==> src/rtl/regxfer_pkg.sv <==
package regxfer_pkg;
  typedef enum logic [1:0] {
    XOP_PUSH  = 2'd0,
    XOP_POP   = 2'd1,
    XOP_STBLK = 2'd2,
    XOP_LDBLK = 2'd3
  } xop_e;

  typedef enum logic [1:0] {
    SQ_IDLE = 2'd0,
    SQ_XFER = 2'd1,
    SQ_DONE = 2'd2
  } sq_state_e;
endpackage

==> src/rtl/regxfer_pick.sv <==
// Priority selector: lowest or highest set bit of a pending mask.
module regxfer_pick #(
  parameter int LIST_W  = 8,
  parameter bit DESCEND = 1'b0,
  localparam int IDX_W  = $clog2(LIST_W)
) (
  input  logic [LIST_W-1:0] vec_i,
  output logic              found_o,
  output logic [IDX_W-1:0]  idx_o
);
  generate
    if (DESCEND) begin : g_high
      always_comb begin
        found_o = 1'b0;
        idx_o   = '0;
        for (int i = 0; i < LIST_W; i++) begin
          if (vec_i[i]) begin
            found_o = 1'b1;
            idx_o   = IDX_W'(i);
          end
        end
      end
    end else begin : g_low
      always_comb begin
        found_o = 1'b0;
        idx_o   = '0;
        for (int i = LIST_W - 1; i >= 0; i--) begin
          if (vec_i[i]) begin
            found_o = 1'b1;
            idx_o   = IDX_W'(i);
          end
        end
      end
    end
  endgenerate
endmodule

==> src/rtl/regxfer_count.sv <==
// Closed-form end pointer: start +/- STEP * (listed words + extra word).
module regxfer_count #(
  parameter int LIST_W = 8,
  parameter int DATA_W = 32,
  parameter int STEP   = 4,
  localparam int CNT_W = $clog2(LIST_W + 2)
) (
  input  logic [LIST_W-1:0] list_i,
  input  logic              extra_i,
  input  logic              down_i,
  input  logic [DATA_W-1:0] base_i,
  output logic [CNT_W-1:0]  count_o,
  output logic [DATA_W-1:0] end_o
);
  logic [DATA_W-1:0] span;

  always_comb begin
    count_o = CNT_W'(extra_i);
    for (int i = 0; i < LIST_W; i++) begin
      count_o = count_o + CNT_W'(list_i[i]);
    end
    span  = DATA_W'(count_o) * DATA_W'(STEP);
    end_o = down_i ? (base_i - span) : (base_i + span);
  end
endmodule

==> src/rtl/regxfer_seq.sv <==
module regxfer_seq
  import regxfer_pkg::*;
#(
  parameter int LIST_W = 8,
  parameter int DATA_W = 32,
  localparam int IDX_W = $clog2(LIST_W),
  localparam int STEP  = DATA_W / 8,
  localparam int CNT_W = $clog2(LIST_W + 2)
) (
  input  logic              clk,
  input  logic              rst_n,
  input  logic              start_i,
  input  logic [1:0]        op_i,
  input  logic [LIST_W-1:0] list_i,
  input  logic              extra_i,
  input  logic [DATA_W-1:0] base_i,
  input  logic [DATA_W-1:0] lr_i,
  output logic              busy_o,
  output logic              done_o,
  output logic [DATA_W-1:0] ptr_o,
  output logic              mem_valid_o,
  input  logic              mem_ready_i,
  output logic              mem_write_o,
  output logic [DATA_W-1:0] mem_addr_o,
  output logic [DATA_W-1:0] mem_wdata_o,
  input  logic [DATA_W-1:0] mem_rdata_i,
  output logic [IDX_W-1:0]  rf_raddr_o,
  input  logic [DATA_W-1:0] rf_rdata_i,
  output logic              rf_we_o,
  output logic [IDX_W-1:0]  rf_waddr_o,
  output logic [DATA_W-1:0] rf_wdata_o,
  output logic              pc_we_o,
  output logic [DATA_W-1:0] pc_o
);

  // reset: asserted asynchronously, released on the clock
  logic [1:0] rst_sync_q;
  logic       rst_int_n;

  always_ff @(posedge clk or negedge rst_n) begin
    if (!rst_n) rst_sync_q <= 2'b00;
    else        rst_sync_q <= {rst_sync_q[0], 1'b1};
  end
  assign rst_int_n = rst_sync_q[1];

  // state
  sq_state_e         state_q, state_d;
  xop_e              op_q, op_d;
  logic [LIST_W-1:0] pend_q, pend_d;
  logic              extra_q, extra_d;
  logic [DATA_W-1:0] ptr_q, ptr_d;
  logic [DATA_W-1:0] final_q, final_d;
  logic              ctx_en;

  // request decode
  xop_e              op_req;
  logic              extra_eff;
  logic              req_down;
  logic              accept;
  logic [CNT_W-1:0]  req_count;
  logic [DATA_W-1:0] req_end;

  assign op_req    = xop_e'(op_i);
  assign extra_eff = extra_i & ((op_req == XOP_PUSH) | (op_req == XOP_POP));
  assign req_down  = (op_req == XOP_PUSH);
  assign accept    = (state_q == SQ_IDLE) & start_i;

  regxfer_count #(.LIST_W(LIST_W), .DATA_W(DATA_W), .STEP(STEP)) u_count (
    .list_i  (list_i),
    .extra_i (extra_eff),
    .down_i  (req_down),
    .base_i  (base_i),
    .count_o (req_count),
    .end_o   (req_end)
  );

  // next register in each walking direction
  logic             hi_found, lo_found;
  logic [IDX_W-1:0] hi_idx, lo_idx;

  regxfer_pick #(.LIST_W(LIST_W), .DESCEND(1'b1)) u_pick_hi (
    .vec_i   (pend_q),
    .found_o (hi_found),
    .idx_o   (hi_idx)
  );

  regxfer_pick #(.LIST_W(LIST_W), .DESCEND(1'b0)) u_pick_lo (
    .vec_i   (pend_q),
    .found_o (lo_found),
    .idx_o   (lo_idx)
  );

  logic              is_push, is_store;
  logic              any_reg;
  logic [IDX_W-1:0]  sel_idx;
  logic              cur_extra;
  logic              fire;
  logic [LIST_W-1:0] sel_mask;

  assign is_push   = (op_q == XOP_PUSH);
  assign is_store  = (op_q == XOP_PUSH) | (op_q == XOP_STBLK);
  assign any_reg   = is_push ? hi_found : lo_found;
  assign sel_idx   = is_push ? hi_idx : lo_idx;
  // push: link word leads; pop: program counter trails the list
  assign cur_extra = is_push ? extra_q : (extra_q & ~any_reg);
  assign sel_mask  = LIST_W'(1) << sel_idx;

  // memory and register ports
  assign mem_valid_o = (state_q == SQ_XFER);
  assign mem_write_o = is_store;
  assign mem_addr_o  = is_push ? (ptr_q - DATA_W'(STEP)) : ptr_q;
  assign mem_wdata_o = cur_extra ? lr_i : rf_rdata_i;
  assign rf_raddr_o  = sel_idx;
  assign fire        = mem_valid_o & mem_ready_i;

  assign rf_we_o    = fire & ~is_store & ~cur_extra;
  assign rf_waddr_o = sel_idx;
  assign rf_wdata_o = mem_rdata_i;
  assign pc_we_o    = fire & ~is_store & cur_extra;
  assign pc_o       = mem_rdata_i;

  assign busy_o = (state_q != SQ_IDLE);
  assign done_o = (state_q == SQ_DONE);
  assign ptr_o  = ptr_q;

  // next state
  always_comb begin
    state_d = state_q;
    op_d    = op_q;
    pend_d  = pend_q;
    extra_d = extra_q;
    ptr_d   = ptr_q;
    final_d = final_q;
    ctx_en  = 1'b0;
    unique case (state_q)
      SQ_IDLE: begin
        if (accept) begin
          ctx_en  = 1'b1;
          op_d    = op_req;
          pend_d  = list_i;
          extra_d = extra_eff;
          ptr_d   = base_i;
          final_d = req_end;
          state_d = (req_count == '0) ? SQ_DONE : SQ_XFER;
        end
      end
      SQ_XFER: begin
        if (fire) begin
          ctx_en = 1'b1;
          if (cur_extra) extra_d = 1'b0;
          else           pend_d  = pend_q & ~sel_mask;
          ptr_d = is_push ? (ptr_q - DATA_W'(STEP)) : (ptr_q + DATA_W'(STEP));
          if ((pend_d == '0) && !extra_d) state_d = SQ_DONE;
        end
      end
      SQ_DONE: state_d = SQ_IDLE;
      default: state_d = SQ_IDLE;
    endcase
  end

  // registers
  always_ff @(posedge clk or negedge rst_int_n) begin
    if (!rst_int_n) state_q <= SQ_IDLE;
    else            state_q <= state_d;
  end

  always_ff @(posedge clk or negedge rst_int_n) begin
    if (!rst_int_n) begin
      op_q    <= XOP_PUSH;
      pend_q  <= '0;
      extra_q <= 1'b0;
      ptr_q   <= '0;
      final_q <= '0;
    end else if (ctx_en) begin
      op_q    <= op_d;
      pend_q  <= pend_d;
      extra_q <= extra_d;
      ptr_q   <= ptr_d;
      final_q <= final_d;
    end
  end

endmodule

==> config.mk <==
export PLATFORM = sky130hd
export DESIGN_NAME = regxfer_seq
export DESIGN_NICKNAME = d
export VERILOG_FILES = /design/src/rtl/regxfer_pkg.sv /design/src/rtl/regxfer_pick.sv /design/src/rtl/regxfer_count.sv /design/src/rtl/regxfer_seq.sv
export SDC_FILE = /design/constraint.sdc
export NUM_CORES = 1
export LEC_CHECK = 0
export ABC_AREA = 1
export BUFFER_PORTS_ARGS = -buffer_cell sky130_fd_sc_hd__buf_2
export CORE_AREA = 2 2 130 132
export DETAILED_ROUTE_END_ITERATION = 10
export DIE_AREA = 0 0 132 134
export PLACE_DENSITY_LB_ADDON = 0.08
export SETUP_SLACK_MARGIN = 0.1
export SYNTH_ARGS = -nofsm -noshare
export SYNTH_HDL_FRONTEND = slang
export SYNTH_HIERARCHICAL = 1
export SYNTH_SLANG_ARGS = --single-unit
==> constraint.sdc <==
create_clock -name clk -period 1.8 [get_ports clk]
set_input_delay 0.18 -clock clk [delete_from_list [all_inputs] [get_ports clk]]
set_output_delay 0.18 -clock clk [all_outputs]
set_load 0.1 [all_outputs]
==> run summary <==
status = finished, violations left
violated checks = negative setup slack
final net count = 1519
Cells after Synth = 1017
Peak Freq = 346 MHz
post-layout utilization of the core = 78.0%
routed len/inst = 17.8 um
die height = 134 um
Worst path max stage delay = 550 ps
FF-to-FF End = ptr_o[14]$_DFFE_PN0P_
number of port buffers = 218
CP Data Required Time = 2040 ps
maximum clock path buffer count = 2
post-route clock period utilization = 161%
# DRC = 0
Clock Tree Root = clkbuf_16
clock latency at the later pin of the worst-skew pair = 320 ps
dpl ws = -1450 ps
Max-Cap Viols = 0
r2r startpoint = ptr_o[4]$_DFFE_PN0P_
R2R depth = 15
final slew viol count = 0
core footprint = 0.0163 mm2
vias in the first global route = 7770
first-pass GRT wire length = 40.4 mm
HP Class = input pin to flip-flop
Slowest-stage cell, CP = or4_4
Syn Area/Cell = 5.71 um2
Hold EP = ptr_o[0]$_DFFE_PN0P_
crit path capture type = flip-flop
critical path cell sequence = buf_6 > nor2_4 > inv_2 > fa_1 > fa_1 > fa_2 > fa_1 > inv_1 > or4_4 > o21ai_2 > nand2_1 > a21oi_1
HPWL after DPL = 17.9 mm
GP Congestion = 0.917
area grow syn2layout = 119%
HP Start = base_i[0]
share of post-route cells with drive strength above 1 = 59.2%
Worst setup SP type = input pin
WP buf/inv = 3
cell area after layout = 0.0127 mm2
final worst path period need = 2890 ps
Starting Density = 35.6%
dpl cell area = 0.0104 mm2
final setup violation count = 106
final WL = 28.2 mm
max_slew headroom = 64.6%
area of the die = 0.0177 mm2
total number of vias = 7991
gr usage total = 28.2%
critical path arrival = 3130 ps
total gr overflow = 0
Pre-Repair DR Iteration Count = 5
unrepaired setup endpoints after global routing = true
Final Hold Vio Count = 0
diodes inserted = 0
R2R Setup Slk = -430 ps
DRT antenna net count = 0
I/O pin cnt = 315
Worst Hold Path Cells = 3
Setup WS post-layout = -1090 ps
CTS tree = yes
Die Width = 132 um
CP most frequent cell = fa_1
largest net degree at the start of global routing = 75
number of cells on the critical path = 12
clk slew on worst S/H paths = 70 ps
DR vias/cell = 5.04
syn_nets = 1171
initial antenna violation count = 0
post-synthesis instance area = 0.00581 mm2
worst clock skew = 15.9 ps
Hold Slack = 80.1 ps
row count = 47
Initial DRC Count = 395
Num CTS Buffers = 5
clock sink count = 47
delay-heaviest family, CP = adder cells
Fillers = 1062
CP Class = input pin to flip-flop
htree depth = 2
Synth Warn # = 6
crit-path max FO = 2
Worst-Margin Slew = 535 ps
final cells by class:
cell class                 count  area [um2]  area share, %
multi-input combinational    753        5900           46.5
timing repair buffer         453        4670           36.7
sequential                    47        1260           9.93
inverter                     105         423           3.33
tap                          220         275           2.17
clock buffer                   5         125          0.985
clock inverter                 3        43.8          0.345
placed cells by master (no fill, tap or decap), types with 3 or more instances in the layout:
cell type,count
dfrtp_4,17
nand3_4,16
nand2_2,34
ha_1,3
nor3_4,3
nand3_1,30
a21oi_4,4
clkbuf_16,7
ha_4,3
inv_1,85
nand4_1,3
a21oi_2,9
nand2_8,58
dfrtp_1,13
buf_6,88
o211ai_1,13
nor2_1,63
buf_4,117
or2_2,6
buf_12,94
nand2_4,27
inv_2,13
fa_1,4
a21oi_1,5
dfrtp_2,17
nand3_2,29
o21ai_0,27
inv_4,3
nor2_2,16
or2_4,3
nor2_4,37
nand2_1,265
buf_8,5
xor2_1,17
o21ai_4,34
o21ai_2,10
o21ai_1,21
buf_2,144
repair_timing:
action	4_1_cts	5_1_grt
endpoints found under the setup margin	106	108
setup buffers	75	51
cloned	5	2
hold buffers	1	0
endpoints found under the hold margin	2	0
pin swaps	81	91
gates resized for setup	177	138
worst max-delay path by stage:
stage | end | startpoint
2_1_floorplan | state_q[1]$_DFFE_PN0P_ | op_i[1]
3_3_place_gp | state_q[1]$_DFFE_PN0P_ | op_i[1]
3_5_place_dp | state_q[1]$_DFFE_PN0P_ | extra_i
4_1_cts | state_q[1]$_DFFE_PN0P_ | op_i[1]
5_1_grt | state_q[1]$_DFFE_PN0P_ | op_i[1]
6_report | state_q[1]$_DFFE_PN0P_ | op_i[1]
layer usage:
| layer | routed length, um | track usage, % |
|---|---|---|
| met2 | 14200 | 49.6 |
| met4 | 852 | 6.58 |
| met3 | 1920 | 4.76 |
| met5 | 0 | 0 |
| met1 | 11300 | 36.3 |
metrics by stage:
step	std cells	TNS (ps)
3_5_place_dp	1479	-9930
6_report	1586	-42780
2_1_floorplan	1017	-14450
4_1_cts	1550	-35640
5_1_grt	1586	-51380
3_3_place_gp	1479	-8280
sequential cells by signal (all words and copies together) (netlist names):
register and cells:
extra_q 1, op_q 2, pend_q 8, ptr_o 32
rst_sync_q 2, state_q 2
tightest hold or removal path, stage by stage:
cell	delay, ps
buf_2	70
nand2_1	50
nand2_1	60
Power is left out: the tool's default activity adds up to more than one toggle a clock period on the data nets, which glitch-free logic cannot reach.
